### src/rtl/ccm_pkg.sv
package ccm_pkg;
    typedef enum logic [1:0] {
        SEL_OUT = 2'b00,
        SEL_OWN = 2'b01,
        SEL_NBR = 2'b10,
        SEL_TRG = 2'b11
    } sel_e;

    typedef enum logic [1:0] {
        OM_LOW  = 2'b00,
        OM_HIGH = 2'b01,
        OM_PWM1 = 2'b10,
        OM_PWM2 = 2'b11
    } omode_e;

    typedef enum logic [1:0] {
        ST_OFF   = 2'b00,
        ST_CMP   = 2'b01,
        ST_FORCE = 2'b10,
        ST_CAP   = 2'b11
    } st_e;
endpackage

### src/rtl/ccm_edge.sv
module ccm_edge #(
    parameter int SYNC = 2
) (
    input  logic clk,
    input  logic rst_n,
    input  logic d,
    output logic rise
);
    logic [SYNC:0] sh;

    always_ff @(posedge clk or negedge rst_n) begin
        if (!rst_n) sh <= '0;
        else        sh <= {sh[SYNC-1:0], d};
    end

    assign rise = sh[SYNC-1] & ~sh[SYNC];
endmodule

### src/rtl/ccm_cfg.sv
module ccm_cfg
    import ccm_pkg::*;
#(
    parameter int W = 16
) (
    input  logic         clk,
    input  logic         rst_n,
    input  logic         chan_en,
    input  logic         cfg_we,
    input  logic [1:0]   cfg_sel,
    input  logic [1:0]   cfg_mode,
    input  logic         cfg_fast,
    input  logic         cfg_pre,
    input  logic         cmp_we,
    input  logic [W-1:0] cmp_wdata,
    input  logic         upd,
    output sel_e         sel_q,
    output omode_e       mode_q,
    output logic         fast_q,
    output logic [W-1:0] cmp_act
);
    logic         pre_q;
    logic [W-1:0] cmp_shadow;

    always_ff @(posedge clk or negedge rst_n) begin
        if (!rst_n) begin
            sel_q  <= SEL_OUT;
            mode_q <= OM_LOW;
            fast_q <= 1'b0;
            pre_q  <= 1'b0;
        end else if (cfg_we) begin
            if (!chan_en) sel_q <= sel_e'(cfg_sel);
            mode_q <= omode_e'(cfg_mode);
            fast_q <= cfg_fast;
            pre_q  <= cfg_pre;
        end
    end

    always_ff @(posedge clk or negedge rst_n) begin
        if (!rst_n) begin
            cmp_shadow <= '0;
            cmp_act    <= '0;
        end else begin
            if (cmp_we) cmp_shadow <= cmp_wdata;
            if (pre_q) begin
                if (upd) cmp_act <= cmp_shadow;
            end else if (cmp_we) begin
                cmp_act <= cmp_wdata;
            end
        end
    end
endmodule

### src/rtl/ccm_chan.sv
module ccm_chan
    import ccm_pkg::*;
#(
    parameter int W    = 16,
    parameter int SYNC = 2
) (
    input  logic         clk,
    input  logic         rst_n,
    input  logic [W-1:0] cnt,
    input  logic         upd,
    input  logic         chan_en,
    input  logic         cfg_we,
    input  logic [1:0]   cfg_sel,
    input  logic [1:0]   cfg_mode,
    input  logic         cfg_fast,
    input  logic         cfg_pre,
    input  logic         cmp_we,
    input  logic [W-1:0] cmp_wdata,
    input  logic         pin_own,
    input  logic         pin_nbr,
    input  logic         trg_in,
    input  logic         trg_ok,
    input  logic         flag_clr,
    output logic         oc,
    output logic [W-1:0] cap_val,
    output logic         cap_flag
);
    sel_e         sel_q;
    omode_e       mode_q;
    logic         fast_q;
    logic [W-1:0] cmp_act;
    logic [W-1:0] cnt_q;
    logic         cap_src, cap_rise, trg_rise, hit, oc_d;
    st_e          state_q, state_n;

    ccm_cfg #(.W(W)) u_cfg (
        .clk(clk), .rst_n(rst_n), .chan_en(chan_en), .cfg_we(cfg_we),
        .cfg_sel(cfg_sel), .cfg_mode(cfg_mode), .cfg_fast(cfg_fast),
        .cfg_pre(cfg_pre), .cmp_we(cmp_we), .cmp_wdata(cmp_wdata),
        .upd(upd), .sel_q(sel_q), .mode_q(mode_q), .fast_q(fast_q),
        .cmp_act(cmp_act)
    );

    always_comb begin
        unique case (sel_q)
            SEL_OWN: cap_src = pin_own;
            SEL_NBR: cap_src = pin_nbr;
            SEL_TRG: cap_src = trg_in & trg_ok;
            default: cap_src = 1'b0;
        endcase
    end

    ccm_edge #(.SYNC(SYNC)) u_cap_edge (
        .clk(clk), .rst_n(rst_n), .d(cap_src), .rise(cap_rise)
    );
    ccm_edge #(.SYNC(SYNC)) u_trg_edge (
        .clk(clk), .rst_n(rst_n), .d(trg_in), .rise(trg_rise)
    );

    always_ff @(posedge clk or negedge rst_n) begin
        if (!rst_n) cnt_q <= '0;
        else        cnt_q <= cnt;
    end

    assign hit = (cnt_q < cmp_act);

    // State register
    always_ff @(posedge clk or negedge rst_n) begin
        if (!rst_n) state_q <= ST_OFF;
        else        state_q <= state_n;
    end

    // Next state
    always_comb begin
        state_n = state_q;
        unique case (state_q)
            ST_OFF:   if (chan_en) state_n = (sel_q == SEL_OUT) ? ST_CMP : ST_CAP;
            ST_CMP:   if (!chan_en) state_n = ST_OFF;
                      else if (fast_q && mode_q[1] && trg_rise) state_n = ST_FORCE;
            ST_FORCE: state_n = chan_en ? ST_CMP : ST_OFF;
            ST_CAP:   if (!chan_en) state_n = ST_OFF;
            default:  state_n = ST_OFF;
        endcase
    end

    // Outputs
    always_comb begin
        oc_d = 1'b0;
        unique case (state_n)
            ST_CMP: begin
                unique case (mode_q)
                    OM_LOW:  oc_d = 1'b0;
                    OM_HIGH: oc_d = 1'b1;
                    OM_PWM1: oc_d = hit;
                    OM_PWM2: oc_d = ~hit;
                    default: oc_d = 1'b0;
                endcase
            end
            ST_FORCE: oc_d = (mode_q == OM_PWM2);
            default:  oc_d = 1'b0;
        endcase
    end

    always_ff @(posedge clk or negedge rst_n) begin
        if (!rst_n) begin
            oc       <= 1'b0;
            cap_val  <= '0;
            cap_flag <= 1'b0;
        end else begin
            oc <= oc_d;
            if (state_q == ST_CAP && cap_rise) begin
                cap_val  <= cnt;
                cap_flag <= 1'b1;
            end else if (flag_clr) begin
                cap_flag <= 1'b0;
            end
        end
    end
endmodule

### config.mk
export PLATFORM = sky130hd
export DESIGN_NAME = ccm_chan
export DESIGN_NICKNAME = d
export VERILOG_FILES = /design/src/rtl/ccm_pkg.sv /design/src/rtl/ccm_edge.sv /design/src/rtl/ccm_cfg.sv /design/src/rtl/ccm_chan.sv
export SDC_FILE = /design/constraint.sdc
export NUM_CORES = 1
export LEC_CHECK = 0
export BUFFER_PORTS_ARGS = -buffer_cell sky130_fd_sc_hd__buf_2
export CORE_ASPECT_RATIO = 0.8
export CORE_MARGIN = 5
export CORE_UTILIZATION = 40
export DETAILED_ROUTE_END_ITERATION = 8
export PLACE_DENSITY = 0.64
export SLEW_MARGIN = 5
export SYNTH_ARGS = -nofsm -noshare
export SYNTH_HDL_FRONTEND = slang
export SYNTH_SLANG_ARGS = --single-unit
### constraint.sdc
create_clock -name clk -period 3.6 [get_ports clk]
set_clock_uncertainty 0.15 [all_clocks]
set_input_delay 0 -clock clk [delete_from_list [all_inputs] [get_ports clk]]
set_output_delay 0 -clock clk [all_outputs]
set_load 0.05 [all_outputs]
Word-level counts from Yosys, hierarchy flattened. Cells that the tools add are included.

Word-level logic and storage cells: 58. Bits in registers: 80. Input bits: 49. Output and inout port bits: 18.

Bitwise gates (word level): 7. Equality and inequality tests: 12. Order comparisons: 1. Multiplexer cells: 15. Reductions and logical operators: 10.

Operators by type and width (count): 2-to-1 mux 16 bit (3); less-than comparator 16 bit (1); equality test 2 bit (second input constant) (7); 2-to-1 mux 2 bit (5); equality test 2 x 1 -> 1 bit (second input constant) (4); case mux 2 bit (4 select lines) (1); logical NOT 2 bit (3); NOT 1 bit (4); case mux 1 bit (4 select lines) (1); AND reduction 2 bit (2); nonzero test 2 bit (2); bitwise AND 1 bit (3); logical AND 1 bit (3); 2-to-1 mux 1 bit (3); case mux 1 bit (3 select lines) (1); inequality test 2 bit (second input constant) (1); case mux 1 bit (2 select lines) (1).

Longest topological paths before layout. Gate-level depths: netlist of run 1.

Depth after elaboration: 8. Mapped depth: 9. Gate-level depth less buffers: 9.

Modules after synthesis. From an unflattened synthesis of run 1, not the netlist that was laid out.

Cell total of the unflattened synthesis: 260. Area total of the unflattened synthesis: 3641.0 sq um.

By module, submodules not included: ccm_cfg (area an instance 1839.3 sq um, cells an instance 117, sequential area each 950.9 sq um, times used 1); ccm_chan (area an instance 1624.1 sq um, cells an instance 135, sequential area each 900.9 sq um, times used 1); ccm_edge (area an instance 88.8 sq um, cells an instance 4, sequential area each 75.1 sq um, times used 2).

Least setup slack after synthesis of run 1. Ideal clock, no wire load.

Path kind: flip-flop to flip-flop. From: register u_cfg.cmp_act[11]. To: register oc. Clock period less this slack: 1.891 ns. Path buffers: 0. Slack: 1.709 ns. Library setup time: 0.070 ns. Stages on the path, launching flop included: 8. Data required time: 3.380 ns. Data arrival time: 1.671 ns. Cell sequence: dfrtp_1 > inv_1 > ha_1 > and4_4 > o211ai_1 > or3_1 > a311oi_1 > nand3b_1.

Word-level cells in the longest chain between the ends: 4.

Ends and longest elaborated chain: start: declaration (line ccm_cfg.sv:20) `output logic [W-1:0] cmp_act`; start signal: assignment (line ccm_cfg.sv:46) `if (upd) cmp_act <= cmp_shadow;`; start signal: assignment (line ccm_cfg.sv:48) `cmp_act <= cmp_wdata;`; less-than comparator 16 bit (*) (line ccm_chan.sv:65) `assign hit = (cnt_q < cmp_act);`; NOT 1 bit (line ccm_chan.sv:95) `OM_PWM2: oc_d = ~hit;`; case mux 1 bit (4 select lines) (*) (line ccm_chan.sv:91) `unique case (mode_q)`; case mux 1 bit (2 select lines) (*) (line ccm_chan.sv:89) `unique case (state_n)`; via oc_d (line ccm_chan.sv:33) `logic cap_src, cap_rise, trg_rise, hit, oc_d;`; end signal: assignment (line ccm_chan.sv:106) `oc <= 1'b0;`; end signal: assignment (line ccm_chan.sv:110) `oc <= oc_d;`; end: declaration (line ccm_chan.sv:24) `output logic oc,`.

The timed path passes the listed nets; every way through them passes the cells marked *. A chain may end at the register's enable or synchronous reset.

Final worst setup path of run 1.
From: register u_cfg.cmp_act[6]. To: register oc.

Same word-level chain as after synthesis.

==> flow_metrics.env, run 1 <==
export IMPL_finalMaxSlewViolations=0
export IMPL_ys_top_cells_by_area="dfrtp_1 (60%), mux2_2 (13%), ha_1 (6.4%)"
export IMPL_crit_fanout=3
export IMPL_cellPowerDensity_mw_per_mm2=597
export IMPL_synth_seq_area_share_pct=60.0
export IMPL_drcViolationCount=0
export IMPL_hpwl_um=4620
export IMPL_num_fill_cells=682
export IMPL_worst_slack_ps=1510
export IMPL_yosysTopAreaCell="dfrtp_1"
export IMPL_io_pin_count=67
export IMPL_numClockSinks=80
export IMPL_synth_warnings=0
export IMPL_syn_area_mm2=0.00334
export IMPL_via_per_inst=4.70
export IMPL_critical_path_arrival_ps=2160
export IMPL_leakage_nw=2.15
export IMPL_reg2reg_slack_ps=1510
export IMPL_layout_core_utilization_pct=56.4
export IMPL_grt_ovfl_total=0
export IMPL_ctsResizeCount=0
export IMPL_rows=29
export IMPL_final_nets=441
export IMPL_gp_congestion=0.742
export IMPL_setup_viol=0
export IMPL_dieArea_mm2=0.0103
export IMPL_ant_nets=0
export IMPL_placed_cell_area_mm2=0.00379
export IMPL_first_iter_violations=79
export IMPL_ir_drop_uv=489
export IMPL_grt_max_degree=81
export IMPL_routed_wl_um=6710
export IMPL_synth_edf_count=0
export IMPL_area_delta_synth_final_pct=35.5
export IMPL_antenna_found_initial=0
export IMPL_crit_start="u_cfg.cmp_act[6]$_DFFE_PN0P_"
export IMPL_fp_dieH_um=91.7
export IMPL_place_inst=422
export IMPL_cp_end_kind="register"
export IMPL_syn_inst=254
export IMPL_hold_path_startpoint="cmp_we"
export IMPL_async_flop_share_pct=100
export IMPL_grt_pass1_wl_um=11500
export IMPL_critPathRequiredTime_ps=3680
export IMPL_setup_worst_path_start_class="register"
export IMPL_register_area_mm2=0.00200
export IMPL_first_pass_iters=4
export IMPL_gr_usage_all_layers_pct=14.0
export IMPL_synthTopCellsByCount="dfrtp_1 (80), mux2_2 (38), o21ai_0 (24), nand2_1 (21), inv_1 (19)"
export IMPL_crit_type="register to register"
export IMPL_grt_pass1_vias=2437
export IMPL_cts_root_buf="clkbuf_8"
export IMPL_wire_per_inst_um=13.8
export IMPL_yosys_cell_count_top_type="dfrtp_1"
export IMPL_synth_top_cell_area_share_pct=60.0
export IMPL_tns_ps=0
export IMPL_clkTransAtPathRegs_ps=80
export IMPL_clkLatencyLatePin_ps=340
export IMPL_r2r_start="u_cfg.cmp_act[6]$_DFFE_PN0P_"
export IMPL_diodes=0
export IMPL_max_freq_mhz=479
export IMPL_final_period_utilization_pct=58.0
export IMPL_htree_levels=3
export IMPL_core_mm2=0.00802
export IMPL_drv_cap=0
export IMPL_hold_viol=0
export IMPL_hold_path_class="input pin to register"
export IMPL_dominantRegCellSynth="dfrtp_1"
export IMPL_hold_ws_ps=55.1
export IMPL_status="finished, final reports clean"
export IMPL_hold_depth=2
export IMPL_syn_num_nets=320
export IMPL_synth_seq_cells=80
export IMPL_rsz0062_at_grt="false"
export IMPL_power_total_mw=2.70
export IMPL_fin_cells=488
export IMPL_syn_avg_cell_area_um2=13.1
export IMPL_die_w_um=112
export IMPL_multi_input_area_mm2=0.00123
export IMPL_ys_types=33
export IMPL_initial_core_util_pct=41.6
export IMPL_r2r_cells=7
export IMPL_cts_made_buffers=9
export IMPL_io_buffers=66
export IMPL_slew_headroom_pct=34.4
export IMPL_design_area_mm2=0.00452
export IMPL_tightest_slew_ps=984
export IMPL_pre_cts_slack_ps=1570
export IMPL_final_layout_size_suffix_gt1_share_pct=32.6
export IMPL_vias=2295
export IMPL_cts_tree="done"
export IMPL_clk_path_buf_depth=2
export IMPL_period_needed_ps=2090
==> critical path, stage by stage (launching register included) <==
cell      delay (ps)
dfrtp_1          350
inv_1             50
ha_1             310
and3_1           180
o311a_2          360
o21ai_0          270
a311oi_1         130
nand3b_1         170
==> kinds of logic after synthesis <==
family / synth area share, %
flops: 60.0
simple gates: 6.41
compound gates: 6.08
buf+inv: 3.19
mux: 17.9
fa+ha+maj: 6.38
==> power by group <==
part	switching, mW	internal [mW]	total [mW]
sequential	0.0907	1.07	1.16
combinational	0.519	0.287	0.806
clock	0.289	0.448	0.738
==> what timing repair did <==
| item | CTS | global route |
|---|---|---|
| hold buffers | 50 | 0 |
| endpoints found under the hold margin | 155 | 0 |
| setup buffers | 0 | 0 |
==> cell usage in the layout (no fill, tap or decap), drive strengths merged <==
cell type | synthesis | layout
o21ai | 24 | 24
o311a | 1 | 1
dfrtp | 80 | 80
nand2 | 21 | 21
and2 | 2 | 2
inv | 19 | 19
mux2 | 38 | 38
a2111oi | 1 | 1
dlygate4sd3 | 0 | 50
nand4b | 3 | 3
buf | 5 | 68
o31ai | 1 | 1
nand2b | 1 | 1
or3 | 1 | 1
ha | 17 | 17
clkbuf | 3 | 14
a211oi | 1 | 1
nand3 | 1 | 1
a311oi | 1 | 1
a31oi | 1 | 1
a21oi | 2 | 2
nor2 | 1 | 1
o211ai | 1 | 1
or2b | 1 | 1
and4 | 2 | 2
nor2b | 2 | 2
mux2i | 17 | 17
nand4 | 2 | 2
nand3b | 1 | 1
o21a | 2 | 2
and3 | 1 | 1
bufinv | 0 | 2
nor3b | 1 | 1
==> state kept, by name (all words and copies together), names as in the netlist <==
name              flops
u_cfg.pre_q           1
u_cfg.mode_q          2
cap_val              16
u_cfg.sel_q           2
cap_flag              1
cnt_q                16
u_cap_edge.sh         3
u_cfg.cmp_act        16
u_trg_edge.sh         3
state_q               2
u_cfg.fast_q          1
oc                    1
u_cfg.cmp_shadow     16
==> final timing paths <==
kind / end
worst max-delay path: oc$_DFF_PN0_
worst min-delay path: u_cfg.cmp_shadow[5]$_DFFE_PN0P_
worst max register to register: oc$_DFF_PN0_
worst min register to register: u_trg_edge.sh[1]$_DFF_PN0_
max in group asynchronous: cnt_q[0]$_DFF_PN0_
min in group asynchronous: u_cfg.cmp_act[10]$_DFFE_PN0P_
==> cell type report <==
| type | instances | share of cell area, % |
|---|---|---|
| flip-flops and latches | 80 | 44.3 |
| multi-input cells | 147 | 27.2 |
| repair buffers | 118 | 18.8 |
| clock buffers | 14 | 3.82 |
| well taps | 108 | 2.99 |
| inverters | 19 | 1.58 |
| clock inverters | 2 | 1.33 |
==> metal layers <==
| layer | global-route usage (%) | vias to the layer above | wire length (um) |
|---|---|---|---|
| met5 | 0 | - | 0 |
| met4 | 4.80 | 0 | 46 |
| met3 | 4.80 | 6 | 390 |
| met2 | 21.5 | 58 | 3110 |
| met1 | 18.7 | 1104 | 3170 |
| li1 | - | 1127 | - |
Note: power is estimated with default switching activity, not from simulation.
==> inputs of run 2 (changes only) <==
--- a/config.mk
+++ b/config.mk
@@ -10,7 +10,7 @@
 export CORE_MARGIN = 5
 export CORE_UTILIZATION = 40
 export DETAILED_ROUTE_END_ITERATION = 8
-export PLACE_DENSITY = 0.64
+export PLACE_DENSITY = 0.66
 export SLEW_MARGIN = 5
 export SYNTH_ARGS = -nofsm -noshare
 export SYNTH_HDL_FRONTEND = slang
==> constraint.sdc (replaced) <==
create_clock -name clk -period 1.8 [get_ports clk]
set_clock_uncertainty 0.15 [all_clocks]
set_input_delay 0 -clock clk [delete_from_list [all_inputs] [get_ports clk]]
set_output_delay 0 -clock clk [all_outputs]
set_load 0.05 [all_outputs]
==> run 2 against run 1 <==
The run now ends with negative setup slack left; worst hold slack worse by 15 ps; sequential cell count stayed put; sequential power is 98% higher; die area stayed put; wire length is 6.5% higher; combinational power is 120% higher; clock power is 91% higher; count of clock-buffer cells in the layout is 3 lower; fmax is 8.9% higher; global-route usage is 0.66 points higher; critical path type unchanged; critical endpoint unchanged.
==> flow_metrics.env, run 2 (synthesized netlist as in run 1, its figures left out) <==
export IMPL_crit_fanout=3
export IMPL_cp_end_kind="register"
export IMPL_cts_root_buf="clkbuf_8"
export IMPL_drcViolationCount=0
export IMPL_final_cell_mix="dfrtp_1 (80), buf_2 (65), dlygate4sd3_1 (51)"
export IMPL_cp_top_family="compound AO/OA/AOI/OAI gates"
export IMPL_reg2reg_slack_ps=-120
export IMPL_leakage_nw=2.22
export IMPL_vias=2351
export IMPL_hpwl_um=4880
export IMPL_io_buffers=66
export IMPL_critPathRequiredTime_ps=1870
export IMPL_initial_core_util_pct=41.6
export IMPL_htree_levels=3
export IMPL_setup_viol=1
export IMPL_period_needed_ps=1920
export IMPL_final_layout_size_suffix_gt1_share_pct=37.1
export IMPL_pre_cts_slack_ps=-154
export IMPL_cp_buffers_inverters=1
export IMPL_crit_chain="inv_1 -> ha_4 -> and3_1 -> o311a_2 -> o21ai_2 -> a311oi_2 -> nand3b_1"
export IMPL_cts_tree="done"
export IMPL_first_iter_violations=59
export IMPL_via_per_inst=4.66
export IMPL_routed_wl_um=7150
export IMPL_die_w_um=112
export IMPL_gr_usage_all_layers_pct=14.7
export IMPL_grt_pass1_vias=2584
export IMPL_ant_nets=0
export IMPL_slowest_stage="dfrtp_1"
export IMPL_worst_slack_ps=-118
export IMPL_rows=29
export IMPL_crit_type="register to register"
export IMPL_final_period_utilization_pct=107
export IMPL_fp_dieH_um=91.7
export IMPL_setup_worst_path_start_class="register"
export IMPL_hold_path_class="input pin to asynchronous set/reset pin"
export IMPL_gp_congestion=0.767
export IMPL_drv_cap=0
export IMPL_placed_cell_area_mm2=0.00392
export IMPL_tightest_slew_ps=590
export IMPL_dieArea_mm2=0.0103
export IMPL_numClockSinks=80
export IMPL_io_pin_count=67
export IMPL_hold_viol=0
export IMPL_grt_pass1_wl_um=12000
export IMPL_finalMaxSlewViolations=0
export IMPL_fin_cells=504
export IMPL_core_mm2=0.00802
export IMPL_final_common_cell="dfrtp_1"
export IMPL_grt_max_degree=47
export IMPL_cellPowerDensity_mw_per_mm2=1160
export IMPL_slew_headroom_pct=60.7
export IMPL_diodes=0
export IMPL_first_pass_iters=4
export IMPL_clk_path_buf_depth=2
export IMPL_critical_path_arrival_ps=1990
export IMPL_failed_checks="negative setup slack"
export IMPL_area_delta_synth_final_pct=41.1
export IMPL_cts_made_buffers=9
export IMPL_antenna_found_initial=0
export IMPL_clkTransAtPathRegs_ps=80
export IMPL_status="finished with violations"
export IMPL_grt_ovfl_total=0
export IMPL_rsz0062_at_grt="true"
export IMPL_final_nets=457
export IMPL_max_freq_mhz=521
export IMPL_clkLatencyLatePin_ps=350
export IMPL_wire_per_inst_um=14.2
export IMPL_design_area_mm2=0.00471
export IMPL_power_total_mw=5.45
export IMPL_critical_path_max_stage_delay_ps=380
export IMPL_ir_drop_uv=881
export IMPL_place_inst=436
## run 2: power by group
group | internal, mW | switching [mW] | leakage, nW
combinational | 0.649 | 1.09 | 1.17
clock | 0.782 | 0.625 | 0.104
sequential | 2.13 | 0.168 | 0.951
total | 3.56 | 1.88 | 2.22
## run 2: per-stage QoR
step	hold WS [ps]	util [%]	TNS [ps]
3_5_place_dp	-105	48.9	-154
5_1_grt	29.5	58.7	-213
6_report	40.1	58.7	-118
4_1_cts	33.0	58.0	-124
2_1_floorplan	-446	-	-49.2
3_3_place_gp	-107	48.9	-93.5
## run 2: layout make-up
class	instances	area (um^2)
flip-flops and latches	80	2000
fillers	643	3310
inverters	19	71.3
clock inverters	5	81.3
repair buffers	134	983
well taps	108	135
multi-input cells	147	1300
clock buffers	11	131
## run 2: layer usage
layer / vias up / global-route usage, % / wire length (um)
met5: - / 0 / 0
met4: 0 / 4.20 / 84
met3: 8 / 5.07 / 386
met2: 56 / 24.8 / 3480
met1: 1128 / 17.9 / 3200
li1: 1159 / - / -
## run 2: what timing repair did
action / 4_1_cts / 5_1_grt
endpoints found under the hold margin: 155 / 0
pin swaps: 4 / 1
hold buffers: 51 / 0
gates resized for setup: 1 / 7
setup buffers: 1 / 0
endpoints found under the setup margin: 1 / 1
## run 2: worst paths after layout
path / start / endpoint / depth (start not counted)
worst max register to register: u_cfg.cmp_act[6]$_DFFE_PN0P_ / oc$_DFF_PN0_ / 7
worst min-delay path: rst_n / u_cfg.cmp_shadow[10]$_DFFE_PN0P_ / 2
worst min register to register: u_trg_edge.sh[0]$_DFF_PN0_ / u_trg_edge.sh[1]$_DFF_PN0_ / 0
max in group asynchronous: rst_n / cnt_q[3]$_DFF_PN0_ / 3
min in group clk: cmp_we / u_cfg.cmp_shadow[3]$_DFFE_PN0P_ / 2
worst max-delay path: u_cfg.cmp_act[6]$_DFFE_PN0P_ / oc$_DFF_PN0_ / 7
